**src/rtl/pfce_pkg.sv**
```systemverilog
package pfce_pkg;

    // Width of the bank select formed from {sel_b, sel_a}
    localparam int unsigned SEL_W = 2;

    // Supervisor operating modes
    typedef enum logic [1:0] {
        MODE_DOWN  = 2'd0,  // supply failed, banks protected
        MODE_DRAIN = 2'd1,  // supply failed, in-flight access allowed to finish
        MODE_UP    = 2'd2   // supply good (recovery timers may still run)
    } mode_e;

endpackage

```
**src/rtl/pfce_bank_decode.sv**
```systemverilog
module pfce_bank_decode #(
    parameter  int unsigned SEL_W     = 2,
    localparam int unsigned NUM_BANKS = 1 << SEL_W
) (
    input  logic                 enable,
    input  logic [SEL_W-1:0]     sel,
    output logic [NUM_BANKS-1:0] ce_n
);

    // One active-low output per bank; low only when enabled and selected
    for (genvar i = 0; i < NUM_BANKS; i++) begin : g_bank
        assign ce_n[i] = ~(enable && (sel == SEL_W'(i)));
    end

endmodule

```
**src/rtl/pfce_interval_timer.sv**
```systemverilog
module pfce_interval_timer #(
    parameter int unsigned LIMIT = 4
) (
    input  logic clk,
    input  logic rst_n,
    input  logic restart,
    output logic done
);

    localparam int unsigned CNT_W = (LIMIT < 2) ? 1 : $clog2(LIMIT);
    localparam logic [CNT_W-1:0] LAST = CNT_W'(LIMIT - 1);

    typedef struct packed {
        logic [CNT_W-1:0] cnt;
        logic             done;
    } tmr_t;

    tmr_t tmr_d, tmr_q;

    // done rises on the LIMIT-th edge with restart low
    always_comb begin
        tmr_d = tmr_q;
        if (restart) begin
            tmr_d.cnt  = '0;
            tmr_d.done = 1'b0;
        end else if (!tmr_q.done) begin
            if (tmr_q.cnt == LAST) begin
                tmr_d.done = 1'b1;
            end else begin
                tmr_d.cnt = tmr_q.cnt + 1'b1;
            end
        end
    end

    always_ff @(posedge clk or negedge rst_n) begin
        if (!rst_n) begin
            tmr_q <= '0;
        end else begin
            tmr_q <= tmr_d;
        end
    end

    assign done = tmr_q.done;

endmodule

```
**src/rtl/pfce_supervisor.sv**
```systemverilog
module pfce_supervisor
    import pfce_pkg::*;
#(
    parameter int unsigned WP_CYCLES      = 30000,       // 150 us at 200 MHz
    parameter int unsigned CE_REC_CYCLES  = 16_000_000,  // 80 ms at 200 MHz
    parameter int unsigned RST_REC_CYCLES = 20_000_000   // 100 ms at 200 MHz
) (
    input  logic       clk,
    input  logic       rst_n,
    input  logic       host_ce_n,
    input  logic       sel_a,
    input  logic       sel_b,
    input  logic       pwr_fail,
    output logic [3:0] bank_ce_n,
    output logic       por_n
);

    // Drain timer fires one edge short of the limit: fail cycle 0 is spent in MODE_UP
    localparam int unsigned WP_LIMIT  = (WP_CYCLES > 2) ? WP_CYCLES - 1 : 1;
    localparam int unsigned CE_LIMIT  = (CE_REC_CYCLES  > 0) ? CE_REC_CYCLES  : 1;
    localparam int unsigned RST_LIMIT = (RST_REC_CYCLES > 0) ? RST_REC_CYCLES : 1;

    typedef struct packed {
        mode_e            mode;
        logic             active;  // an access passed at the last edge
        logic [SEL_W-1:0] bank;    // bank of that access
    } ctl_t;

    ctl_t             ctl_d, ctl_q;
    logic [SEL_W-1:0] sel_in;
    logic             dec_en;
    logic [SEL_W-1:0] dec_sel;
    logic             ce_open;
    logic             wp_expired;
    logic             rec_restart;
    logic             wp_restart;

    assign sel_in      = {sel_b, sel_a};
    assign rec_restart = (ctl_q.mode != MODE_UP) || pwr_fail;
    assign wp_restart  = (ctl_q.mode != MODE_DRAIN);

    // Next-state and decode-enable logic
    always_comb begin
        ctl_d   = ctl_q;
        dec_en  = 1'b0;
        dec_sel = sel_in;
        unique case (ctl_q.mode)
            MODE_UP: begin
                if (!pwr_fail) begin
                    dec_en       = ce_open && !host_ce_n;
                    dec_sel      = sel_in;
                    ctl_d.active = ce_open && !host_ce_n;
                    ctl_d.bank   = sel_in;
                end else begin
                    // only an access already under way may continue
                    dec_en       = ce_open && ctl_q.active && !host_ce_n;
                    dec_sel      = ctl_q.bank;
                    ctl_d.active = 1'b0;
                    ctl_d.mode   = (ce_open && ctl_q.active && !host_ce_n)
                                   ? MODE_DRAIN : MODE_DOWN;
                end
            end
            MODE_DRAIN: begin
                dec_en       = !host_ce_n && !wp_expired;
                dec_sel      = ctl_q.bank;
                ctl_d.active = 1'b0;
                if (host_ce_n || wp_expired) begin
                    ctl_d.mode = MODE_DOWN;
                end
            end
            MODE_DOWN: begin
                ctl_d.active = 1'b0;
                if (!pwr_fail) begin
                    ctl_d.mode = MODE_UP;
                end
            end
            default: begin
                ctl_d.mode   = MODE_DOWN;
                ctl_d.active = 1'b0;
            end
        endcase
    end

    always_ff @(posedge clk or negedge rst_n) begin
        if (!rst_n) begin
            ctl_q.mode   <= MODE_DOWN;
            ctl_q.active <= 1'b0;
            ctl_q.bank   <= '0;
        end else begin
            ctl_q <= ctl_d;
        end
    end

    // Enable recovery interval
    pfce_interval_timer #(.LIMIT(CE_LIMIT)) u_ce_timer (
        .clk     (clk),
        .rst_n   (rst_n),
        .restart (rec_restart),
        .done    (ce_open)
    );

    // Processor reset recovery interval
    pfce_interval_timer #(.LIMIT(RST_LIMIT)) u_rst_timer (
        .clk     (clk),
        .rst_n   (rst_n),
        .restart (rec_restart),
        .done    (por_n)
    );

    // Write-protect timeout for a draining access
    pfce_interval_timer #(.LIMIT(WP_LIMIT)) u_wp_timer (
        .clk     (clk),
        .rst_n   (rst_n),
        .restart (wp_restart),
        .done    (wp_expired)
    );

    pfce_bank_decode #(.SEL_W(SEL_W)) u_decode (
        .enable (dec_en),
        .sel    (dec_sel),
        .ce_n   (bank_ce_n)
    );

endmodule

```
**config.mk**
```make
export PLATFORM = sky130hd
export DESIGN_NAME = pfce_supervisor
export DESIGN_NICKNAME = d
export VERILOG_FILES = /design/src/rtl/pfce_pkg.sv /design/src/rtl/pfce_bank_decode.sv /design/src/rtl/pfce_interval_timer.sv /design/src/rtl/pfce_supervisor.sv
export SDC_FILE = /design/constraint.sdc
export NUM_CORES = 1
export LEC_CHECK = 0
export ABC_AREA = 1
export ABC_CLOCK_PERIOD_IN_PS = 4100
export CAP_MARGIN = 20
export CELL_PAD_IN_SITES_DETAIL_PLACEMENT = 1
export CELL_PAD_IN_SITES_GLOBAL_PLACEMENT = 2
export CORE_UTILIZATION = 38
export CTS_CLUSTER_SIZE = 10
export DETAILED_ROUTE_END_ITERATION = 8
export PLACE_DENSITY_LB_ADDON = 0.1
export SYNTH_ARGS = -nofsm -noshare
export SYNTH_HDL_FRONTEND = slang
export SYNTH_SLANG_ARGS = --single-unit
```
**constraint.sdc**
```tcl
create_clock -name clk -period 4.1 [get_ports clk]
set_clock_uncertainty 0.1 [all_clocks]
set_input_delay 1.025 -clock clk [delete_from_list [all_inputs] [get_ports clk]]
set_output_delay 1.025 -clock clk [all_outputs]
set_load 0.05 [all_outputs]
```
==> results of run 1 <==
[Yosys cell counts, types with 3 or more instances]
| library cell | number |
|---|---|
| nor3_1 | 18 |
| xor2_1 | 20 |
| nand3_1 | 77 |
| xnor2_1 | 4 |
| buf_6 | 3 |
| o21ai_0 | 35 |
| nand2_1 | 222 |
| dfrtp_1 | 72 |
| nor2_2 | 3 |
| clkbuf_1 | 6 |
| inv_1 | 69 |
| o21ai_1 | 4 |
| buf_2 | 5 |
| or2_2 | 3 |
| ha_1 | 8 |
| a21oi_1 | 6 |
| nor2_1 | 120 |
| o211ai_1 | 4 |
| nand4_1 | 18 |
[metal layers]
metal | track usage (%) | up-vias | part of all wire, % | routed length (um)
met5 | 0 | - | 0 | 0
met4 | 5.63 | 0 | 0.94 | 129
met3 | 3.97 | 10 | 1.7 | 234
met2 | 42.6 | 28 | 51 | 7090
met1 | 28.6 | 2254 | 46 | 6320
li1 | - | 2306 | - | -
[registers in the layout, summed over array words and instances (netlist names)]
register	flops
u_rst_timer.tmr_q	25
u_ce_timer.tmr_q	24
u_wp_timer.tmr_q	15
ctl_q	5
u_ce_timer.done	1
u_rst_timer.done	1
u_wp_timer.done	1
[report_power, final]
| part | total [W] | switching, W | internal (W) | leakage (nW) |
|---|---|---|---|---|
| registers | 0.000759 | 0.0000224 | 0.000737 | 0.997 |
| clock network | 0.000786 | 0.000318 | 0.000468 | 0.138 |
| logic | 0.000217 | 0.000156 | 0.0000610 | 1.17 |
| total | 0.00176 | 0.000496 | 0.00127 | 2.31 |
[worst max path at each step]
| stage | startpoint | to | slack (ns) |
|---|---|---|---|
| finish | pwr_fail | bank_ce_n[2] | 0.50 |
| global placement | pwr_fail | bank_ce_n[2] | 0.59 |
| detailed placement | pwr_fail | bank_ce_n[2] | 0.50 |
| floorplan | pwr_fail | bank_ce_n[0] | 0.75 |
| global route | pwr_fail | bank_ce_n[2] | 0.39 |
| CTS | pwr_fail | bank_ce_n[2] | 0.49 |
[final cells by class]
type / instances / area [um2] / share of cell area, %
clock buffers: 10 / 229 / 4.32
clock inverters: 6 / 60.1 / 1.13
inverters: 71 / 267 / 5.03
multi-input cells: 557 / 2620 / 49.4
flip-flops and latches: 72 / 1800 / 34.0
well taps: 168 / 210 / 3.96
repair buffers: 14 / 118 / 2.22
[per-stage QoR]
stage | power, W | std cells | worst slack, ns
global placement | 0.000986 | 882 | 0.586
finish | 0.00176 | 898 | 0.503
global route | 0.00184 | 898 | 0.392
detailed placement | 0.000993 | 882 | 0.499
floorplan | 0.000912 | 715 | 0.746
CTS | 0.00179 | 898 | 0.495
[worst max-delay path, stage by stage]
cell and delay (ns):
clkdlybuf4s50_1 0.57, o211ai_1 0.15, o211ai_1 0.10, o21ai_0 0.18
nor2_1 0.19, nand2_1 0.08, buf_4 0.19
[logic make-up after synthesis]
family / count (synthesis) / synth area share (%)
and+or+nand+nor: 473 / 42.6
DFF: 72 / 37.8
buffers and inverters: 86 / 7.37
xor gates and xnor gates: 24 / 4.41
adders and majority gates: 8 / 2.10
AOI/OAI and AO/OA: 52 / 5.80
==> impl_metrics.csv, run 1 <==
group,metric,value,unit
run_status,status,"finished clean",
finish,syn_to_final_growth,11.1,%
route,drt_first_pass_iters,4,
finish,num_antenna_cells,0,
finish,drive_above_1_share,5.62,%
critical_path,crit_type,"primary input to output pin",
synth,synth_area,4770,um2
worst_hold_path,hold_end,"u_rst_timer.tmr_q[24]$_DFFE_PN0P_",
floorplan,fp.dieH,114,um
sta,worst_pin_slew,0.975,ns
floorplan,top_level_ports,11,
sta,rsz0062_at_grt,"no",
sta,setup_tns,0,ns
flow_run,maxCapViolCount,0,
sta,fin_crit,3.60,ns
worst_hold_path,hold_path_startpoint,"u_rst_timer.tmr_q[24]$_DFFE_PN0P_",
critical_path,rrSetupSlack,1.76,ns
synth,yosysSeqAreaShare,37.8,%
global_routing,grt-ovfl-total,0,
clock_tree,ctsHtreeMaxLevel,3,
route,ant_nets,0,
clock_tree,tritoncts,"built",
global_routing,grt_pass1_vias,4824,
clock_tree,ctsHoldBuffers,0,
sta,setup_viol,0,
clock_tree,cts.sinks,72,
critical_path,end_kind,"output pin",
synth,synth_cell_types,33,
power_and_ir_drop,ir_worst_vdd,208,uV
finish,layout_common_cells,"222 x nand2_1, 120 x nor2_1, 77 x nand3_1, 72 x dfrtp_1, 69 x inv_1",
placement,portBuffers,10,
synth,synth_top_cell_by_area,"dfrtp_1",
sta,hold_viol,0,
clock_tree,cts_setup_buffers,0,
floorplan,rows,40,
worst_hold_path,min_path_type,"register to register",
clock_tree,cts_resized,0,
clock_tree,clk_pin_slew,0.06,ns
finish,design_area,5300,um2
placement,place.detailed.hpwl,10200,um
route,drc_errors,0,
finish,final_common_cell,"nand2_1",
finish,nFillCells,1618,
sta,timing.hold.ws,0.426,ns
power_and_ir_drop,p_per_area,332,nW/um2
global_routing,grt_pass1_wl,23900,um
global_routing,grt_max_degree,73,
synth,synth.area.top_cells,"dfrtp_1 38%, nand2_1 17%, nor2_1 9.4%",
floorplan,die_w,114,um
placement,placedInstanceArea,5010,um2
finish,final_util,43.8,%
critical_path,required,2.97,ns
clock_tree,root_buffer,"clkbuf_16",
sta,period_share,87.7,%
global_routing,grtUsageTotal,23.4,%
synth,synth_edf_count,0,
route,wl,13800,um
synth,synth_flop_cell,"dfrtp_1",
route,via_per_inst,5.12,
sta,relSlewSlack,35.0,%
floorplan,die-area,13000,um2
power_and_ir_drop,p_leak,2.31,nW
synth,synth_seq_cells,72,
clock_tree,insertion_delay,0.34,ns
route,avgRoutedWirePerCell,15.3,um
global_routing,antenna_found_initial,0,
critical_path,worstPathArrival,2.47,ns
critical_path,r2r_cells,10,
synth,synthDominantCellAreaShare,37.8,%
critical_path,r2r-start,"u_ce_timer.tmr_q[1]$_DFFE_PN0P_",
critical_path,r2r-end,"u_ce_timer.tmr_q[9]$_DFFE_PN0P_",
finish,fin_nets,739,
synth,synthesis.nets,729,
critical_path,critPathMaxFanout,6,
synth,async_flop_share,100,%
sta,maxSlewViolCount,0,
clock_tree,numCtsBuffers,9,
floorplan,fp.coreArea,12100,um2
synth,yosysWarnings,0,
clock_tree,clockBufferDepth,2,
sta,timing.fmax,0.278,GHz
synth,synth_cells,715,
route,vias,4598,
worst_hold_path,whs_path_depth,2,
synth,syn_avg_cell_area,6.67,um2
route,drt-initial-drc-count,178,
floorplan,initial_core_util,39.4,%
placement,place_congestion,0.843,
critical_path,cp-start-kind,"primary input",
Power figures use the tool's default switching activity.
==> inputs of run 2 (changes only) <==
--- a/config.mk
+++ b/config.mk
@@ -14,6 +14,7 @@
 export CTS_CLUSTER_SIZE = 10
 export DETAILED_ROUTE_END_ITERATION = 8
 export PLACE_DENSITY_LB_ADDON = 0.1
+export SLEW_MARGIN = 20
 export SYNTH_ARGS = -nofsm -noshare
 export SYNTH_HDL_FRONTEND = slang
 export SYNTH_SLANG_ARGS = --single-unit
==> results of run 2 <==
No change in the layout: final DEF, timing and power equal those of run 1.
